### src/rtl/pic_pkg.sv
package pic_pkg;
    localparam int UNIT_LINES   = 8;
    localparam int TOTAL_LINES  = 2 * UNIT_LINES;
    localparam int CASCADE_PIN  = 2;
    localparam int VEC_W        = 8;
    localparam int ADDR_W       = 2;
    localparam int LINE_W       = $clog2(TOTAL_LINES);
    localparam logic [VEC_W-1:0] DEFAULT_BASE = 8'd32;

    typedef enum logic [ADDR_W-1:0] {
        REG_BASE    = 2'd0,
        REG_MASK_LO = 2'd1,
        REG_MASK_HI = 2'd2,
        REG_ACK     = 2'd3
    } reg_addr_e;

    typedef enum logic {
        ST_IDLE     = 1'b0,
        ST_WAIT_ACK = 1'b1
    } ctl_state_e;

    typedef struct packed {
        logic              valid;
        logic [LINE_W-1:0] line;
    } grant_t;

    function automatic logic [VEC_W-1:0] make_vector(
        input logic [VEC_W-1:0]  base,
        input logic [LINE_W-1:0] line
    );
        return base + VEC_W'(line);
    endfunction
endpackage

### src/rtl/pic_edge_capture.sv
module pic_edge_capture #(
    parameter int N = 16
) (
    input  logic         clk,
    input  logic         rst,
    input  logic [N-1:0] req_i,
    input  logic [N-1:0] clr_i,
    output logic [N-1:0] pend_o
);
    logic [N-1:0] prev_q;
    logic [N-1:0] pend_q;

    for (genvar g = 0; g < N; g++) begin : g_line
        logic rise;
        assign rise = req_i[g] & ~prev_q[g];

        always_ff @(posedge clk) begin
            if (rst) begin
                prev_q[g] <= 1'b0;
                pend_q[g] <= 1'b0;
            end else begin
                prev_q[g] <= req_i[g];
                pend_q[g] <= (pend_q[g] & ~clr_i[g]) | rise;
            end
        end

        // a pending bit can only appear after a low-to-high step of its input
        a_r1_edge_only: assert property (@(posedge clk) disable iff (rst)
            (!pend_q[g] && !(req_i[g] && !prev_q[g])) |=> !pend_q[g]);
    end

    assign pend_o = pend_q;
endmodule

### src/rtl/pic_prio_unit.sv
module pic_prio_unit #(
    parameter int N     = 8,
    parameter int IDX_W = $clog2(N)
) (
    input  logic             clk,
    input  logic             rst,
    input  logic [N-1:0]     req_i,
    output logic             valid_o,
    output logic [IDX_W-1:0] idx_o
);
    always_comb begin
        valid_o = 1'b0;
        idx_o   = '0;
        for (int i = N - 1; i >= 0; i--) begin
            if (req_i[i]) begin
                valid_o = 1'b1;
                idx_o   = IDX_W'(i);
            end
        end
    end

    // the chosen input is requesting and no lower-numbered input is
    a_r2_lowest_wins: assert property (@(posedge clk) disable iff (rst)
        valid_o |-> (req_i[idx_o] &&
                     ((req_i & ((N'(1) << idx_o) - N'(1))) == '0)));
endmodule

### src/rtl/pic_regs.sv
module pic_regs
    import pic_pkg::*;
#(
    parameter int                UNITS_W   = UNIT_LINES,
    parameter int                DATA_W    = VEC_W,
    parameter logic [DATA_W-1:0] BASE_INIT = DEFAULT_BASE
) (
    input  logic                 clk,
    input  logic                 rst,
    input  logic                 wr_en_i,
    input  logic [ADDR_W-1:0]    wr_addr_i,
    input  logic [DATA_W-1:0]    wr_data_i,
    output logic [DATA_W-1:0]    base_o,
    output logic [2*UNITS_W-1:0] mask_o,
    output logic                 ack_o
);
    logic [DATA_W-1:0]  base_q;
    logic [UNITS_W-1:0] mask_lo_q;
    logic [UNITS_W-1:0] mask_hi_q;
    reg_addr_e          addr;

    assign addr = reg_addr_e'(wr_addr_i);

    always_ff @(posedge clk) begin
        if (rst) begin
            base_q    <= BASE_INIT;
            mask_lo_q <= '0;
            mask_hi_q <= '0;
        end else if (wr_en_i) begin
            case (addr)
                REG_BASE:    base_q    <= wr_data_i;
                REG_MASK_LO: mask_lo_q <= wr_data_i[UNITS_W-1:0];
                REG_MASK_HI: mask_hi_q <= wr_data_i[UNITS_W-1:0];
                default:     ;
            endcase
        end
    end

    assign base_o = base_q;
    assign mask_o = {mask_hi_q, mask_lo_q};
    assign ack_o  = wr_en_i && (addr == REG_ACK);
endmodule

### src/rtl/pic_cascade_top.sv
module pic_cascade_top
    import pic_pkg::*;
(
    input  logic                   clk,
    input  logic                   rst,
    input  logic [TOTAL_LINES-1:0] irq_i,
    input  logic                   wr_en_i,
    input  logic [ADDR_W-1:0]      wr_addr_i,
    input  logic [VEC_W-1:0]       wr_data_i,
    output logic                   intr_o,
    output logic [VEC_W-1:0]       vector_o
);
    localparam int IDX_W = $clog2(UNIT_LINES);

    logic [TOTAL_LINES-1:0] irq_clean, pend, mask, elig, clr;
    logic [VEC_W-1:0]       base;
    logic                   ack_stb;
    logic [UNIT_LINES-1:0]  master_req;
    logic                   slave_valid, master_valid;
    logic [IDX_W-1:0]       slave_idx, master_idx;
    grant_t                 win;
    ctl_state_e             state_q;
    logic [LINE_W-1:0]      served_q;
    logic                   intr_q;
    logic [VEC_W-1:0]       vec_q;

    assign irq_clean = irq_i & ~(TOTAL_LINES'(1) << CASCADE_PIN);

    pic_regs u_regs (
        .clk       (clk),
        .rst       (rst),
        .wr_en_i   (wr_en_i),
        .wr_addr_i (wr_addr_i),
        .wr_data_i (wr_data_i),
        .base_o    (base),
        .mask_o    (mask),
        .ack_o     (ack_stb)
    );

    pic_edge_capture #(.N(TOTAL_LINES)) u_capture (
        .clk    (clk),
        .rst    (rst),
        .req_i  (irq_clean),
        .clr_i  (clr),
        .pend_o (pend)
    );

    assign elig = pend & ~mask;

    pic_prio_unit #(.N(UNIT_LINES)) u_slave (
        .clk     (clk),
        .rst     (rst),
        .req_i   (elig[TOTAL_LINES-1:UNIT_LINES]),
        .valid_o (slave_valid),
        .idx_o   (slave_idx)
    );

    always_comb begin
        master_req              = elig[UNIT_LINES-1:0];
        master_req[CASCADE_PIN] = slave_valid & ~mask[CASCADE_PIN];
    end

    pic_prio_unit #(.N(UNIT_LINES)) u_master (
        .clk     (clk),
        .rst     (rst),
        .req_i   (master_req),
        .valid_o (master_valid),
        .idx_o   (master_idx)
    );

    always_comb begin
        win.valid = master_valid;
        if (master_idx == IDX_W'(CASCADE_PIN))
            win.line = {1'b1, slave_idx};
        else
            win.line = {1'b0, master_idx};
    end

    always_ff @(posedge clk) begin
        if (rst) begin
            state_q  <= ST_IDLE;
            served_q <= '0;
            intr_q   <= 1'b0;
            vec_q    <= '0;
        end else begin
            case (state_q)
                ST_IDLE: begin
                    if (win.valid) begin
                        state_q  <= ST_WAIT_ACK;
                        served_q <= win.line;
                        intr_q   <= 1'b1;
                        vec_q    <= make_vector(base, win.line);
                    end
                end
                ST_WAIT_ACK: begin
                    if (ack_stb) begin
                        state_q <= ST_IDLE;
                        intr_q  <= 1'b0;
                    end
                end
                default: state_q <= ST_IDLE;
            endcase
        end
    end

    assign clr = (state_q == ST_WAIT_ACK && ack_stb)
                 ? (TOTAL_LINES'(1) << served_q) : '0;

    assign intr_o   = intr_q;
    assign vector_o = vec_q;

    // interrupt held until acknowledged
    a_r3_hold_until_ack: assert property (@(posedge clk) disable iff (rst)
        (intr_o && !ack_stb) |=> intr_o);
    // acknowledge drops the interrupt in the next cycle
    a_r3_drop_on_ack: assert property (@(posedge clk) disable iff (rst)
        (intr_o && ack_stb) |=> !intr_o);
    // vector frozen while being served
    a_r4_vector_stable: assert property (@(posedge clk) disable iff (rst)
        (intr_o && !ack_stb) |=> $stable(vector_o));
    // the cascade input never becomes pending
    a_r7_cascade_pin_quiet: assert property (@(posedge clk) disable iff (rst)
        !pend[CASCADE_PIN]);
    // a served line only loses its pending bit through an acknowledge
    a_r8_pending_kept: assert property (@(posedge clk) disable iff (rst)
        (intr_o && !ack_stb) |=> pend[served_q]);
endmodule

### config.mk
export PLATFORM = sky130hd
export DESIGN_NAME = pic_cascade_top
export DESIGN_NICKNAME = d
export VERILOG_FILES = /design/src/rtl/pic_pkg.sv /design/src/rtl/pic_edge_capture.sv /design/src/rtl/pic_prio_unit.sv /design/src/rtl/pic_regs.sv /design/src/rtl/pic_cascade_top.sv
export SDC_FILE = /design/constraint.sdc
export NUM_CORES = 1
export LEC_CHECK = 0
export ABC_AREA = 1
export BUFFER_PORTS_ARGS = -buffer_cell sky130_fd_sc_hd__buf_2
export CORE_MARGIN = 4
export CORE_UTILIZATION = 61
export CTS_CLUSTER_SIZE = 25
export DETAILED_ROUTE_END_ITERATION = 10
export PLACE_DENSITY = 0.9
export SYNTH_ARGS = -nofsm -noshare
export SYNTH_HDL_FRONTEND = slang
export SYNTH_SLANG_ARGS = --single-unit
### constraint.sdc
create_clock -name clk -period 3.6 [get_ports clk]
set_clock_uncertainty 0.1 [all_clocks]
set_input_delay 0.18 -clock clk [delete_from_list [all_inputs] [get_ports clk]]
set_output_delay 0.18 -clock clk [all_outputs]
set_load 0.1 [all_outputs]
==> reports/metrics.csv, run 1 <==
stage,metric,value,unit
outcome,status,"finished, final reports clean",
layout,final_cell_area,3350,um2
detailed_routing,first_pass_iters,4,
logic_synthesis,syn_nets,419,
grt,grt_pass1_wl,10700,um
grt,grt_usage,0.230,
logic_synthesis,syn_area,2860,um2
grt,grt_pass1_vias,2581,
sta,hold_viol_final,0,
logic_synthesis,synthTopCellsByCount,"dfxtp_1, nor2_1, inv_1",
logic_synthesis,ys_types,29,
worst_setup_path,cp_max_fo,4,
clocking,cts_made_buffers,9,
detailed_routing,ant_nets,0,
layout,layout.nets,471,
logic_synthesis,synth.top_cell.area_share,0.476,
sta,setup_viol,0,
clocking,cts_tree,yes,
sta,clock.fmax,0.362,GHz
die,fp.dieArea,5840,um2
die,die_y,76.4,um
die,rows,24,
sta,fin_crit_sh,0.768,
logic_synthesis,synth-seq-cells,68,
clocking,clkTransAtPathRegs,0.06,ns
worst_setup_path,start_kind,register,
logic_synthesis,synthArstFlopShare,0,
sta,period_minus_slack,2.76,ns
sta,finalSetupTns,0,ns
die,io_pins,38,
die,die_w,76.4,um
logic_synthesis,synth-edff-count,0,
clocking,ctsResizeCount,0,
worst_hold_path,hold_class,input pin to register,
clocking,cts_buffer_depth,2,
worst_setup_path,critPathKind,register to register,
detailed_routing,drc_errors,0,
worst_setup_path,cp.required,3.72,ns
detailed_routing,drt-initial-drc-count,203,
logic_synthesis,synthFlopType,dfxtp_1,
clocking,cts_root_buf,clkbuf_8,
layout,syn_to_final_growth,17.2,%
detailed_routing,wire_per_inst,12.4,um
logic_synthesis,yosysWarnings,0,
sta,tightest_slew,0.964,ns
pwr,ir_drop,0.000301,V
worst_setup_path,worstSetupEndpointType,register,
die,core,4440,um2
clocking,cts.sinks,68,
detailed_routing,wirelength,6080,um
worst_setup_path,cp.arrival,2.88,ns
logic_synthesis,ys_seq_area_frac,0.476,
placement,io_buffers,36,
flow_run,cap_violations,0,
layout,n_antenna_cell,0,
grt,gr-total-overflow,0,
pwr,leakage,1.58,nW
logic_synthesis,ys_top_cells_by_area,"dfxtp_1, nor2_1, inv_1",
clocking,htreeDepth,3,
clocking,clk_latency,0.33,ns
logic_synthesis,synth_top_cell_by_area,dfxtp_1,
sta,slew_violations,0,
layout,drive_above_1_share,0.142,
sta,slew_headroom,0.356,
grt,grt_max_degree,42,
placement,place_area,3050,um2
placement,gp_congestion,0.854,
logic_synthesis,synth_most_common_cell,dfxtp_1,
sta,grt_setup_unrepaired,false,
pwr,powerDensity,502,nW/um2
logic_synthesis,synthCells,385,
detailed_routing,via_count,2550,
die,start_util,0.643,
placement,dp_hpwl,4330,um
grt,antenna_found_initial,0,
logic_synthesis,synth.avg_cell_area,7.42,um2
detailed_routing,drt-vias-per-instance,5.20,
==> stage by stage <==
stage               total power [mW]  hold WS, ns  utilization  setup slack, ns  cells
floorplan                       1.11        0.196            -             1.21    385
global placement                1.16        0.288        0.687             1.01    463
detailed placement              1.18        0.293        0.687            0.883    463
CTS                             1.70      0.00107        0.754            0.863    490
global route                    1.78       0.0190        0.754            0.579    490
finish                          1.68       0.0234        0.754            0.836    490
==> power breakdown <==
| part | total (mW) | leakage (nW) | internal (mW) | switching (mW) |
|---|---|---|---|---|
| Clock | 0.502 | 0.0743 | 0.254 | 0.248 |
| Combinational | 0.341 | 0.940 | 0.103 | 0.238 |
| Sequential | 0.838 | 0.563 | 0.808 | 0.0299 |
| Total | 1.68 | 1.58 | 1.17 | 0.516 |
==> per-layer routing <==
metal  share of wire  vias up  wire, um  track usage
met2            0.48       74      2910        0.386
met3           0.062       20       380       0.0816
li1                -     1330         -            -
met1            0.43     1126      2610        0.245
met5               0        -         0            0
met4           0.029        0       178        0.143
==> cell usage in the layout (no fill, tap or decap), types with 4 or more instances in the layout <==
| cell | netlist | routed |
|---|---|---|
| clkbuf_8 | 0 | 10 |
| nand2_2 | 7 | 7 |
| nand2_1 | 50 | 50 |
| nand3_1 | 19 | 19 |
| o21ai_0 | 40 | 40 |
| a21oi_1 | 39 | 39 |
| dfxtp_1 | 68 | 68 |
| o22ai_1 | 5 | 5 |
| buf_2 | 0 | 36 |
| ha_1 | 4 | 4 |
| xor2_1 | 4 | 4 |
| dlygate4sd3_1 | 0 | 15 |
| nor2_1 | 60 | 60 |
| inv_1 | 58 | 58 |
==> registers in the layout, summed over array words and instances, names as in the netlist, 4 cells and up <==
signal,cells
u_capture.pend_o,15
u_capture.prev_q,15
u_regs.base_o,8
u_regs.mask_hi_q,8
u_regs.mask_lo_q,8
vector_o,8
served_q,4
==> logic make-up after synthesis <==
family	share of synthesized area
and+or+nand+nor	0.218
AOI/OAI and AO/OA	0.168
buffers and inverters	0.0981
DFF	0.476
xor gates and xnor gates	0.0153
adders and majority gates	0.0245
==> worst max-delay path, stage by stage (launching register included) <==
cell     delay [ns]
dfxtp_1        0.31
inv_1          0.06
nand2_1        0.08
nand2_1        0.08
nor2_1         0.09
nand2_1        0.09
nand2_2        0.10
nand2_1        0.07
nor2_2         0.14
nor2_1         0.09
nand2_1        0.07
nand2_1        0.11
ha_1           0.24
fa_1           0.41
a21oi_1        0.14
o21ai_0        0.13
nand3_1        0.11
xor2_1         0.14
a21oi_1        0.08
==> worst paths after layout <==
| kind | cells past startpoint | slack [ns] | startpoint | endpoint |
|---|---|---|---|---|
| setup / recovery | 18 | 0.84 | u_regs.mask_hi_q[0]$_SDFFE_PP0P_ | vector_o[6]$_SDFFE_PP0P_ |
| hold reg to reg | 1 | 0.33 | u_capture.prev_q[13]$_SDFF_PP0_ | u_capture.pend_o[13]$_SDFF_PP0_ |
| setup reg to reg | 18 | 0.84 | u_regs.mask_hi_q[0]$_SDFFE_PP0P_ | vector_o[6]$_SDFFE_PP0P_ |
| hold / removal | 3 | 0.02 | wr_data_i[5] | u_regs.base_o[5]$_SDFFE_PP1P_ |
==> layout make-up <==
cell class,count,area [um2]
sequential,68,1360
multi-input combinational,246,1220
fill,356,1090
timing repair buffer,51,330
inverter,61,231
clock buffer,12,145
tap,52,65.1
==> timing repair <==
action / in CTS / in global routing
hold buffers: 15 / 0
endpoints found under the hold margin: 15 / 0
setup buffers: 0 / 0
endpoints found under the setup margin: 0 / 0
(Power assumes the default switching activity.)
==> run 2, diff against run 1 <==
--- a/config.mk
+++ b/config.mk
@@ -8,10 +8,10 @@
 export ABC_AREA = 1
 export BUFFER_PORTS_ARGS = -buffer_cell sky130_fd_sc_hd__buf_2
 export CORE_MARGIN = 4
-export CORE_UTILIZATION = 61
+export CORE_UTILIZATION = 56
 export CTS_CLUSTER_SIZE = 25
 export DETAILED_ROUTE_END_ITERATION = 10
-export PLACE_DENSITY = 0.9
+export PLACE_DENSITY = 0.84
 export SYNTH_ARGS = -nofsm -noshare
 export SYNTH_HDL_FRONTEND = slang
 export SYNTH_SLANG_ARGS = --single-unit
==> constraint.sdc (replaced) <==
create_clock -name clk -period 2.8 [get_ports clk]
set_clock_uncertainty 0.1 [all_clocks]
set_input_delay 0.14 -clock clk [delete_from_list [all_inputs] [get_ports clk]]
set_output_delay 0.14 -clock clk [all_outputs]
set_load 0.1 [all_outputs]
==> reports/metrics.csv, run 2 (synthesized netlist as in run 1, its figures left out) <==
stage,metric,value,unit,change
outcome,status,"finished, final reports clean",,unchanged
die,fp.dieArea,6310,um2,was 5840 um2
grt,gr-total-overflow,0,,unchanged
detailed_routing,ant_nets,0,,unchanged
detailed_routing,drt-initial-drc-count,153,,was 203
worst_setup_path,r2r_cells,18,,unchanged
layout,drive_above_1_share,0.160,,was 0.142
clocking,clk_latency,0.35,ns,was 0.33 ns
grt,grt_pass1_wl,10200,um,was 10700 um
sta,tightest_slew,0.991,ns,was 0.964 ns
detailed_routing,wire_per_inst,12.1,um,was 12.4 um
layout,n_fill_cell,403,,was 356
worst_setup_path,critPathKind,register to register,,unchanged
grt,antenna_found_initial,0,,unchanged
die,start_util,0.593,,was 0.643
sta,slew_headroom,0.339,,was 0.356
grt,grt_usage,0.207,,was 0.230
worst_hold_path,min_to,u_regs.mask_hi_q[4]$_SDFFE_PP0P_,,was u_regs.base_o[5]$_SDFFE_PP1P_
clocking,cts_buffer_depth,2,,unchanged
clocking,cts_tree,yes,,unchanged
detailed_routing,via_count,2600,,was 2550
worst_setup_path,reg2reg_slack,0.1,ns,was 0.84 ns
worst_setup_path,rr_endpoint,vector_o[6]$_SDFFE_PP0P_,,unchanged
placement,io_buffers,36,,unchanged
sta,grt_setup_unrepaired,true,,was false
worst_setup_path,path_common_cell,nand2_1,,unchanged
die,core,4820,um2,was 4440 um2
sta,slew_violations,0,,unchanged
layout,final_cell_mix,"dfxtp_1, nor2_1, inv_1",,unchanged
sta,fin_crit_sh,0.966,,was 0.768
layout,layout_commonest_cell,dfxtp_1,,unchanged
placement,place_area,3070,um2,was 3050 um2
clocking,clkTransAtPathRegs,0.07,ns,was 0.06 ns
worst_setup_path,critPathSlowestCell,fa_2,,was fa_1
placement,dp_hpwl,4330,um,about the same
layout,n_antenna_cell,0,,unchanged
worst_setup_path,critPathMaxStageDelay,0.37,ns,was 0.41 ns
sta,whs,0.0249,ns,was 0.0234 ns
clocking,cts.sinks,68,,unchanged
pwr,powerDensity,653,nW/um2,was 502 nW/um2
clocking,htreeDepth,3,,unchanged
layout,layout.nets,479,,was 471
die,rows,25,,was 24
die,die_y,79.4,um,was 76.4 um
clocking,cts_made_buffers,9,,unchanged
worst_setup_path,rr_startpoint,u_regs.mask_hi_q[6]$_SDFFE_PP0P_,,was u_regs.mask_hi_q[0]$_SDFFE_PP0P_
flow_run,cap_violations,0,,unchanged
worst_setup_path,cp.required,2.93,ns,was 3.72 ns
sta,setup_viol,0,,unchanged
placement,gp_congestion,0.897,,was 0.854
die,die_w,79.4,um,was 76.4 um
pwr,leakage,1.63,nW,was 1.58 nW
grt,grt_pass1_vias,2451,,was 2581
worst_setup_path,crit_path_cell_trace,"inv_1, nand2_2, nand2_2, nor2_2, nand2_1, nand2_2, nand2_1, nor2_4, nor2_4, nand2_1, nand2_1, ha_2, fa_2, a21oi_1, o21ai_0, nand3_1, xor2_1, a21oi_1",,"was inv_1, nand2_1, nand2_1, nor2_1, nand2_1, nand2_2, nand2_1, nor2_2, nor2_1, nand2_1, nand2_1, ha_1, fa_1, a21oi_1, o21ai_0, nand3_1, xor2_1, a21oi_1"
detailed_routing,drt-vias-per-instance,5.03,,was 5.20
worst_setup_path,cp_max_fo,4,,unchanged
grt,grt_max_degree,42,,unchanged
pwr,ir_drop,0.000458,V,was 0.000301 V
sta,clock.fmax,0.370,GHz,was 0.362 GHz
worst_hold_path,holdPathStages,3,,unchanged
die,io_pins,38,,unchanged
detailed_routing,wirelength,6250,um,was 6080 um
detailed_routing,drc_errors,0,,unchanged
worst_setup_path,cp.arrival,2.84,ns,was 2.88 ns
sta,hold_viol_final,0,,unchanged
clocking,cts_root_buf,clkbuf_8,,unchanged
layout,syn_to_final_growth,23.1,%,was 17.2%
worst_hold_path,holdCritStartpoint,wr_data_i[4],,was wr_data_i[5]
worst_hold_path,hold_class,input pin to register,,unchanged
worst_setup_path,worstSetupEndpointType,register,,unchanged
sta,period_minus_slack,2.70,ns,was 2.76 ns
layout,final_cell_area,3520,um2,was 3350 um2
detailed_routing,first_pass_iters,4,,unchanged
worst_setup_path,start_kind,register,,unchanged
[run 2: changes by cell type in the layout (fill, tap and decap cells not counted), moves of 2 or more]
cell,change
dlygate4sd3_1,+7
nor2_4,+2
clkinv_2,+3
ha_1,-2
[run 2: routing by layer]
| metal | vias up | global-route usage | share of wire |
|---|---|---|---|
| met5 | - | 0 | 0 |
| met4 | 0 | 0.0722 | 0.021 |
| met3 | 15 | 0.0801 | 0.049 |
| met2 | 67 | 0.361 | 0.50 |
| met1 | 1172 | 0.229 | 0.43 |
| li1 | 1346 | - | - |
[run 2: report_power, final]
part / switching (mW) / internal (mW) / leakage [nW]
combinational: 0.317 / 0.145 / 0.971
sequential: 0.0391 / 1.04 / 0.563
clock: 0.350 / 0.407 / 0.0931
[run 2: how the worst max path moves through the flow]
stage                                                 from  slack [ns]                  endpoint
final                     u_regs.mask_hi_q[6]$_SDFFE_PP0P_         0.1  vector_o[6]$_SDFFE_PP0P_
after detailed placement  u_regs.mask_hi_q[5]$_SDFFE_PP0P_        0.10  vector_o[6]$_SDFFE_PP0P_
after global placement    u_regs.mask_hi_q[6]$_SDFFE_PP0P_        0.22  vector_o[6]$_SDFFE_PP0P_
after CTS                 u_regs.mask_hi_q[6]$_SDFFE_PP0P_        0.04  vector_o[6]$_SDFFE_PP0P_
after global routing      u_regs.mask_hi_q[5]$_SDFFE_PP0P_       -0.09  vector_o[7]$_SDFFE_PP0P_
after floorplan           u_regs.mask_hi_q[6]$_SDFFE_PP0P_        0.41  vector_o[6]$_SDFFE_PP0P_
[run 2: worst max-delay path: cells and delay by family (launching register included)]
family	cells	cell delay (ns)
xor gates and xnor gates	1	0.15
adders and majority gates	2	0.59
DFF	1	0.32
and+or+nand+nor	11	1.04
buffers and inverters	1	0.07
AOI/OAI and AO/OA	3	0.32
[run 2: repair_timing]
action,in CTS,in global routing
endpoints found under the hold margin,30,0
gates resized for setup,0,7
hold buffers,22,0
setup endpoints to repair,0,4
setup buffers,0,1
[run 2: final cells by class]
class | count | area (um2) | area share
clock buffers | 11 | 131 | 0.0373
clock inverters | 5 | 52.6 | 0.0149
inverters | 61 | 231 | 0.0658
multi-input cells | 246 | 1250 | 0.355
flip-flops and latches | 68 | 1360 | 0.387
well taps | 67 | 83.8 | 0.0238
repair buffers | 59 | 408 | 0.116
[run 2: per-stage QoR]
stage               setup TNS (ns)  std cells  utilization  power, mW  setup WS, ns
floorplan                        0        385            -       1.42         0.413
global route                -0.209        517        0.730       2.41       -0.0886
CTS                              0        516        0.722       2.30        0.0386
finish                           0        517        0.730       2.30        0.0961
global placement                 0        478        0.638       1.50         0.217
detailed placement               0        478        0.638       1.52         0.103
